**config.mk**
```make
export PLATFORM = sky130hd
export DESIGN_NAME = reg_lifo
export DESIGN_NICKNAME = d
export VERILOG_FILES = /design/src/rtl/reg_lifo_pkg.sv /design/src/rtl/lifo_rst_sync.sv /design/src/rtl/lifo_ptr_ctrl.sv /design/src/rtl/lifo_store.sv /design/src/rtl/reg_lifo.sv
export SDC_FILE = /design/constraint.sdc
export NUM_CORES = 1
export LEC_CHECK = 0
export BUFFER_PORTS_ARGS = -buffer_cell sky130_fd_sc_hd__clkbuf_2
export CORE_MARGIN = 1
export CORE_UTILIZATION = 50
export DETAILED_ROUTE_END_ITERATION = 10
export PLACE_DENSITY = 0.73
export SLEW_MARGIN = 20
export SYNTH_ARGS = -nofsm -noshare
export SYNTH_HDL_FRONTEND = slang
export SYNTH_SLANG_ARGS = --single-unit
```
**constraint.sdc**
```tcl
create_clock -name clk -period 0.8 [get_ports clk]
set_input_delay 0.16 -clock clk [delete_from_list [all_inputs] [get_ports clk]]
set_output_delay 0.16 -clock clk [all_outputs]
set_load 0.005 [all_outputs]
```
**src/rtl/reg_lifo_pkg.sv**
```systemverilog
package reg_lifo_pkg;
  typedef enum logic [1:0] {
    OP_IDLE = 2'd0,
    OP_PUSH = 2'd1,
    OP_POP  = 2'd2
  } lifo_op_e;

  // A request is accepted only when it is alone and the stack can serve it.
  function automatic lifo_op_e decode_op(input logic push, input logic pop,
                                         input logic full, input logic empty);
    lifo_op_e op;
    op = OP_IDLE;
    if (push && !pop && !full)       op = OP_PUSH;
    else if (pop && !push && !empty) op = OP_POP;
    return op;
  endfunction
endpackage

```
**src/rtl/lifo_rst_sync.sv**
```systemverilog
module lifo_rst_sync #(
  parameter int STAGES = 2
) (
  input  logic clk,
  input  logic rst_n,
  output logic rst_sync_n
);
  logic [STAGES-1:0] chain_q;
  logic [STAGES-1:0] chain_d;

  always_comb begin
    chain_d = {chain_q[STAGES-2:0], 1'b1};
  end

  always_ff @(posedge clk or negedge rst_n) begin
    if (!rst_n) chain_q <= '0;
    else        chain_q <= chain_d;
  end

  assign rst_sync_n = chain_q[STAGES-1];
endmodule

```
**src/rtl/lifo_ptr_ctrl.sv**
```systemverilog
module lifo_ptr_ctrl
  import reg_lifo_pkg::*;
#(
  parameter int AW = 6
) (
  input  logic          clk,
  input  logic          rst_n,
  input  logic          push_i,
  input  logic          pop_i,
  output lifo_op_e      op_o,
  output logic [AW-1:0] wr_addr_o,
  output logic [AW-1:0] rd_addr_o,
  output logic          full_o,
  output logic          empty_o
);
  localparam logic [AW-1:0] PTR_ONE  = AW'(1);
  localparam logic [AW-1:0] PTR_ZERO = '0;

  logic [AW-1:0] sp_q, sp_d;
  logic          full_q, full_d;
  logic          empty_q, empty_d;
  logic          upd_en;
  lifo_op_e      op;

  always_comb begin
    op      = decode_op(push_i, pop_i, full_q, empty_q);
    sp_d    = sp_q;
    full_d  = full_q;
    empty_d = empty_q;
    upd_en  = 1'b0;
    unique case (op)
      OP_PUSH: begin
        // pointer advances before the write
        sp_d    = sp_q + PTR_ONE;
        full_d  = (sp_d == PTR_ZERO);
        empty_d = 1'b0;
        upd_en  = 1'b1;
      end
      OP_POP: begin
        // read at current pointer, then step back
        sp_d    = sp_q - PTR_ONE;
        empty_d = (sp_d == PTR_ZERO);
        full_d  = 1'b0;
        upd_en  = 1'b1;
      end
      default: ;
    endcase
  end

  always_ff @(posedge clk or negedge rst_n) begin
    if (!rst_n) begin
      sp_q    <= '0;
      full_q  <= 1'b0;
      empty_q <= 1'b1;
    end else if (upd_en) begin
      sp_q    <= sp_d;
      full_q  <= full_d;
      empty_q <= empty_d;
    end
  end

  assign op_o      = op;
  assign wr_addr_o = sp_q + PTR_ONE;
  assign rd_addr_o = sp_q;
  assign full_o    = full_q;
  assign empty_o   = empty_q;
endmodule

```
**src/rtl/lifo_store.sv**
```systemverilog
module lifo_store #(
  parameter int DW = 8,
  parameter int AW = 6
) (
  input  logic          clk,
  input  logic          rst_n,
  input  logic          wr_en,
  input  logic [AW-1:0] wr_addr,
  input  logic [DW-1:0] wr_data,
  input  logic          rd_en,
  input  logic [AW-1:0] rd_addr,
  output logic [DW-1:0] rd_data
);
  localparam int DEPTH = 1 << AW;

  logic [DW-1:0] words [DEPTH];
  logic [DW-1:0] rd_q;

  for (genvar g = 0; g < DEPTH; g++) begin : g_word
    logic [DW-1:0] word_q;
    logic          word_en;
    assign word_en = wr_en && (wr_addr == AW'(g));
    always_ff @(posedge clk) begin
      if (word_en) word_q <= wr_data;
    end
    assign words[g] = word_q;
  end

  always_ff @(posedge clk or negedge rst_n) begin
    if (!rst_n)     rd_q <= '0;
    else if (rd_en) rd_q <= words[rd_addr];
  end

  assign rd_data = rd_q;
endmodule

```
**src/rtl/reg_lifo.sv**
```systemverilog
module reg_lifo
  import reg_lifo_pkg::*;
#(
  parameter int DW = 8,
  parameter int AW = 6
) (
  input  logic          clk,
  input  logic          rst_n,
  input  logic          push_i,
  input  logic          pop_i,
  input  logic [DW-1:0] din_i,
  output logic [DW-1:0] dout_o,
  output logic          full_o,
  output logic          empty_o
);
  logic          rst_sync_n;
  lifo_op_e      op;
  logic [AW-1:0] wr_addr;
  logic [AW-1:0] rd_addr;

  lifo_rst_sync #(.STAGES(2)) u_rst (
    .clk        (clk),
    .rst_n      (rst_n),
    .rst_sync_n (rst_sync_n)
  );

  lifo_ptr_ctrl #(.AW(AW)) u_ctrl (
    .clk       (clk),
    .rst_n     (rst_sync_n),
    .push_i    (push_i),
    .pop_i     (pop_i),
    .op_o      (op),
    .wr_addr_o (wr_addr),
    .rd_addr_o (rd_addr),
    .full_o    (full_o),
    .empty_o   (empty_o)
  );

  lifo_store #(.DW(DW), .AW(AW)) u_store (
    .clk     (clk),
    .rst_n   (rst_sync_n),
    .wr_en   (op == OP_PUSH),
    .wr_addr (wr_addr),
    .wr_data (din_i),
    .rd_en   (op == OP_POP),
    .rd_addr (rd_addr),
    .rd_data (dout_o)
  );
endmodule

```
==> metrics.yaml, run 1 <==
layout:
  syn2layout_area_growth_pct: 27.2
  final_nets: 1419
  stdcell_count: 1980
  final_area_sq_mm: 0.0270
  diodes: 0
  fill_cells: 2675
  drive_above_1_share_pct: 45.0
place:
  dp_hpwl_um: 32900
  placed_area_sq_mm: 0.0240
  gp_congestion: 0.901
  portBuffers: 21
  dp_cells: 1856
setup_path:
  path_max_fanout: 7
  worstSetupStartpointType: "flop"
  endpoint_kind: "flop"
  crit_type: "flop to flop"
  required_ns: 1.25
  crit_arrival_ns: 2.83
floorplanning:
  start_util_pct: 50.7
  die_h_um: 208
  die_area_sq_mm: 0.0434
  rows: 75
  die_x_um: 208
  io_pins: 22
  core_sq_mm: 0.0419
synth:
  ys_async_sr_fraction_pct: 3.40
  synth_area_sq_mm: 0.0213
  synth_warnings: 0
  synthesis.nets: 1131
  synth_edf_count: 512
  syn_avg_cell_area_sq_um: 19.1
  synth_cells: 1113
  synth_area_leaders: "edfxtp_1 72%, mux4_2 7.3%, mux2_2 3.8%"
  synth_cell_types: 56
  yosysSeqAreaShare_pct: 74.4
  synth_top_area_cell: "edfxtp_1"
  synth_top_area_share_pct: 72.3
  synth-main-ff-cell: "edfxtp_1"
  yosys_register_bits: 530
sta:
  rsz0062_at_grt: "true"
  drv_slew: 0
  fin_skew_ns: 0.0146
  worst_slack_ns: -1.58
  hold_violations: 0
  post-route-min-period_ns: 2.38
  period_share_pct: 297
  setup_viol: 538
  fmax_ghz: 0.421
pwr:
  p_leak_nw: 9.09
  vdd_drop_max_mv: 2.79
  pwr-share-comb_pct: 38.9
  seqPwrFrac_pct: 35.1
  p_clk_share_pct: 26.0
  switching_share_pct: 31.5
  p_sw_mw: 29.0
  power.internal_mw: 62.9
  power_per_cell_area_mw_per_mm2: 3400
clocking:
  cts_buffers: 52
  cts.reportedPaths.clkPinSlew_ns: 0.06
  worstSkewPairLatency_ns: 0.59
  ctsLongestPathBuffers: 3
  cts_tree: "done"
  cts-root-buf: "clkbuf_16"
  h-tree-depth: 2
  clkSinkCount: 530
global_route:
  grt_pass1_vias: 12200
  gr-usage-all-layers_pct: 24.5
  antenna_found_initial: 0
  grt_pass1_wl_um: 77300
  grt_max_degree: 65
  grt-ovfl-total: 0
routing:
  route.met2.wl_um: 25700
  routed_via_density: 6.08
  via_count: 12000
  met1_length_um: 20600
  ant_nets: 0
  drc: 0
  drt-total-wl_um: 52600
  drt-wirelength-per-cell_um: 26.6
  dr_wl_met3_um: 4240
  highest_layer: "met4"
  drtIter0Drc: 1231
  drt_first_pass_iters: 5
status:
  violations: "negative setup slack"
  status: "finished with violations"
run:
  max-cap-violations: 0
worst_hold_path:
  hp-class: "primary input to flop"
-- worst max-delay path: stages (launching register included) --
cell	delay [ns]
dfrtp_4	0.52
buf_12	0.15
buf_8	0.12
buf_12	0.13
buf_4	0.14
mux4_2	0.46
a22oi_2	0.16
a21oi_2	0.09
a2111oi_2	0.35
nor3_1	0.12
-- final cells by class --
type / instances / area, sq um / share of cell area (%)
Tap cell: 539 / 674 / 2.49
Timing Repair Buffer: 298 / 3130 / 11.6
Inverter: 5 / 22.5 / 0.0833
Clock buffer: 71 / 1410 / 5.23
Clock inverter: 23 / 239 / 0.883
Sequential cell: 530 / 15800 / 58.5
Multi-Input combinational cell: 514 / 5730 / 21.2
-- power groups by stage --
stage                     Combinational (mW)  Sequential [mW]  Clock (mW)
after global routing                    37.3             32.3        25.1
after detailed placement                28.5             33.0           0
after global placement                  28.1             32.9           0
after CTS                               33.7             32.2        24.2
final                                   35.8             32.3        23.9
after floorplan                         16.8             32.3           0
-- synth_stat cells, types with 5 or more instances --
library cell  count
nor2b_1           9
nand2_1          38
nor4_1            9
dfrtp_1          17
clkbuf_1         19
a211oi_1         12
o31ai_1           7
nand3_1          25
a31oi_1           5
o22ai_1          39
mux2_2           72
mux2i_1          20
buf_4             9
a22oi_1           8
a2111oi_0         5
o21ai_0          15
ha_1              6
a21oi_1          12
xnor2_1           7
nor3_1           14
buf_6            10
mux4_1           23
nor2_1           82
edfxtp_1        512
nand2b_1          7
buf_2            21
mux4_2           69
-- layout by cell type (no fill, tap or decap), drive strengths merged, types with 7 or more instances in the layout --
master  synthesis  layout
o22ai          39      39
mux4           92      92
edfxtp        512     512
nor4            9       9
a21oi          12      12
xnor2           7       7
a211oi         13      13
nor2           82      82
mux2           72      72
mux2i          20      20
o21ai          16      16
nand2          40      40
dfrtp          17      17
o31ai           8       8
nand3          25      25
buf            43     274
nand2b          7       7
nor2b           9       9
clkbuf         21      92
a22oi           8       8
nor3           14      14
clkinv          2      17
-- per-stage QoR --
| step | total power [mW] | util (%) | TNS, ns | setup WS, ns | hold WS (ns) |
|---|---|---|---|---|---|
| final | 91.9 | 64.5 | -759.25 | -1.58 | 0.0296 |
| after global routing | 94.8 | 64.5 | -789.86 | -1.63 | 0.0251 |
| after CTS | 90.1 | 63.7 | -730.98 | -1.53 | 0.0135 |
| after detailed placement | 61.4 | 57.2 | -835.81 | -1.95 | -0.0525 |
| after global placement | 61.0 | 57.2 | -820.15 | -1.93 | -0.0538 |
| after floorplan | 49.1 | - | -820.44 | -1.59 | -0.136 |
-- cells by family (layout without fill, tap and decap cells) --
family / count (synthesis) / after routing / synth area share [%]
flops: 530 / 530 / 74.4
simple gates: 201 / 201 / 4.33
mux: 184 / 184 / 14.9
compound gates: 115 / 115 / 3.62
buf+inv: 69 / 397 / 2.07
xor+xnor: 7 / 7 / 0.288
fa+ha+maj: 6 / 6 / 0.353
other cells: 1 / 1 / 0.0176
-- sequential cells by signal, summed over array words and instances (netlist names) --
| signal | cells |
|---|---|
| u_store.g_word.word_q | 512 |
| u_store.rd_data | 8 |
| u_rst.chain_q | 2 |
| u_ctrl.rd_addr_o | 6 |
| u_ctrl.empty_o | 1 |
| u_ctrl.full_o | 1 |
-- timing repair --
item	4_1_cts	5_1_grt
hold endpoints to repair	2	0
gates cloned	4	0
pin swaps	32	12
setup buffers	14	13
hold buffers	2	0
gates resized for setup	200	57
setup endpoints to repair	538	538
-- final timing paths --
check,cells after the start,start,slack (ns),endpoint
max,9,u_ctrl.rd_addr_o[0],-1.58,u_store.rd_data[0]
min,2,din_i[5],0.03,u_store.g_word[28].word_q[5]
max reg2reg,9,u_ctrl.rd_addr_o[0],-1.58,u_store.rd_data[0]
min reg2reg,1,u_rst.chain_q[1],0.20,u_store.rd_data[2]
max in group asynchronous,3,rst_n,0.23,u_rst.chain_q[0]
min in group asynchronous,1,u_rst.chain_q[1],0.20,u_store.rd_data[2]
-- per-layer routing --
metal  vias up  global-route usage [%]
li1       5124                       -
met1      6168                    33.4
met2       623                    39.6
met3       129                    4.44
met4         0                    8.94
met5         -                       0
Note: power is estimated with default switching activity, not from simulation.
==> run 2: changes to the inputs <==
- CORE_ASPECT_RATIO: not set -> 0.5
- PLACE_DENSITY: 0.73 -> 0.7
- clock period: 0.8 -> 2.25 ns (I/O delays scaled with it)
==> run 2 against run 1 <==
Against the previous run:
- the run still ends with negative setup slack left
- core utilization is 0.81 points lower
- cell count decreased by 2.5%
- power fell by 66%
- worst hold slack better by 0.17 ns
- count of clock-buffer cells in the layout down 7
- combinational power shrank 66%
- clock skew grew 0.0015 ns
- setup slack better by 1.5 ns
- sequential power fell by 64%
- first-iteration DRC count increased by 7.0%
==> metrics.yaml, run 2 (synthesis results as in run 1) <==
floorplanning:
  start_util_pct: 51.6
  die_area_sq_mm: 0.0434
  rows: 52
  die_x_um: 294
  die_h_um: 148
  core_sq_mm: 0.0412
  io_pins: 22
routing:
  drtIter0Drc: 1317
  drt-wirelength-per-cell_um: 27.6
  via_count: 11900
  drc: 0
  routed_via_density: 6.17
  drt-total-wl_um: 53200
  drt_first_pass_iters: 5
  ant_nets: 0
setup_path:
  r2r_slack_ns: -0.12
  worstSetupStartpointType: "flop"
  crit_type: "flop to flop"
  crit_start: "u_ctrl.rd_addr_o[0]"
  critical_path.max_stage_delay_ns: 0.51
  path_max_fanout: 8
  endpoint: "u_store.g_word[4].word_q[1]"
  path_cells: "buf_8 > buf_6 > and3b_2 > buf_6 > o31ai_4 > buf_6 > nand3_4 > nor2_4 > buf_6"
  r2r_start: "u_ctrl.rd_addr_o[0]"
  required_ns: 2.52
  slowest_stage: "dfrtp_4"
  crit_arrival_ns: 2.64
  reg2reg_depth: 9
  endpoint_kind: "flop"
  path_common_cell: "buf_6"
  r2r_end: "u_store.g_word[4].word_q[1]"
clocking:
  cts.reportedPaths.clkPinSlew_ns: 0.07
  cts-root-buf: "clkbuf_16"
  h-tree-depth: 2
  clkSinkCount: 530
  ctsLongestPathBuffers: 3
  cts_buffers: 46
  worstSkewPairLatency_ns: 0.56
  cts_tree: "done"
sta:
  rsz0062_at_grt: "true"
  fmax_ghz: 0.423
  post-route-min-period_ns: 2.37
  hold_violations: 0
  setup_viol: 412
  finalSetupTns_ns: -22.27
  worst_slack_ns: -0.115
  fin_skew_ns: 0.0162
  slew_headroom_pct: 48.7
  period_share_pct: 105
  drv_slew: 0
  tightest_slew_ns: 0.769
place:
  dp_hpwl_um: 33000
  portBuffers: 21
  gp_congestion: 0.987
  placed_area_sq_mm: 0.0235
  post-place-ws_ns: -0.285
  dp_cells: 1824
layout:
  final_cell_mix: "512 x edfxtp_1, 96 x buf_4, 78 x mux4_2, 72 x mux2_2, 70 x buf_6"
  fill_cells: 2670
  mostFrequentLayoutCell: "edfxtp_1"
  multi_input_area_sq_mm: 0.00568
  regArea_sq_mm: 0.0158
  syn2layout_area_growth_pct: 23.3
  stdcell_count: 1931
  drive_above_1_share_pct: 42.2
  final_nets: 1347
  top_register: "u_store.g_word.word_q"
  largest_register_ffs: 512
  final_area_sq_mm: 0.0262
  diodes: 0
global_route:
  gr-usage-all-layers_pct: 24.5
  grt_pass1_vias: 12000
  grt-ovfl-total: 0
  grt_pass1_wl_um: 77300
  grt_max_degree: 65
  antenna_found_initial: 0
worst_hold_path:
  hp-class: "primary input to async pin"
run:
  max-cap-violations: 0
pwr:
  power_per_cell_area_mw_per_mm2: 1190
  p_leak_nw: 8.59
  vdd_drop_max_mv: 0.710
status:
  status: "finished with violations"
  violations: "negative setup slack"
==> run 2: worst min path at each step <==
| stage | from | endpoint | slack, ns |
|---|---|---|---|
| after floorplan | rst_n | u_rst.chain_q[0] | 0.15 |
| after global placement | rst_n | u_rst.chain_q[0] | 0.24 |
| after detailed placement | rst_n | u_rst.chain_q[0] | 0.24 |
| after CTS | rst_n | u_rst.chain_q[0] | 0.19 |
| after global routing | rst_n | u_rst.chain_q[0] | 0.19 |
| final | rst_n | u_rst.chain_q[0] | 0.20 |
==> run 2: timing repair <==
item,in CTS,in global routing
pin swaps,21,10
gates resized for setup,120,121
cloned,1,3
hold buffers,1,0
buffers inserted,9,10
endpoints found under the hold margin,2,0
endpoints found under the setup margin,521,521
==> run 2: worst max-delay path, delay by kind of cell (launching register included) <==
kind | cells | cell delay [ns]
buffers and inverters | 5 | 0.75
and+or+nand+nor | 3 | 0.53
DFF | 1 | 0.51
AOI/OAI and AO/OA | 1 | 0.27
==> run 2: report_power, final <==
group	switching, mW	internal [mW]
Sequential	0.311	11.2
Combinational	6.46	5.56
Clock	3.42	4.33
Total	10.2	21.1
==> run 2: final cells by class <==
| class | instances | area share [%] |
|---|---|---|
| Clock buffer | 64 | 5.04 |
| Clock inverter | 19 | 0.544 |
| Inverter | 5 | 0.0859 |
| Multi-Input combinational cell | 514 | 21.7 |
| Sequential cell | 530 | 60.4 |
| Tap cell | 567 | 2.71 |
| Timing Repair Buffer | 232 | 9.56 |
==> run 2: through the flow <==
step / hold WS [ns] / total power, mW / util [%]
floorplan: 0.154 / 17.5 / -
global placement: 0.237 / 21.3 / 57.1
detailed placement: 0.238 / 21.5 / 57.1
CTS: 0.193 / 30.2 / 62.1
global route: 0.187 / 32.2 / 63.7
finish: 0.198 / 31.3 / 63.7
==> run 2: per-layer routing <==
metal	global-route usage [%]	vias up	part of all wire (%)
met5	0	-	0
met4	6.77	0	2.1
met3	5.26	88	8.9
met2	37.9	643	47
met1	35.7	6210	42
li1	-	4972	-
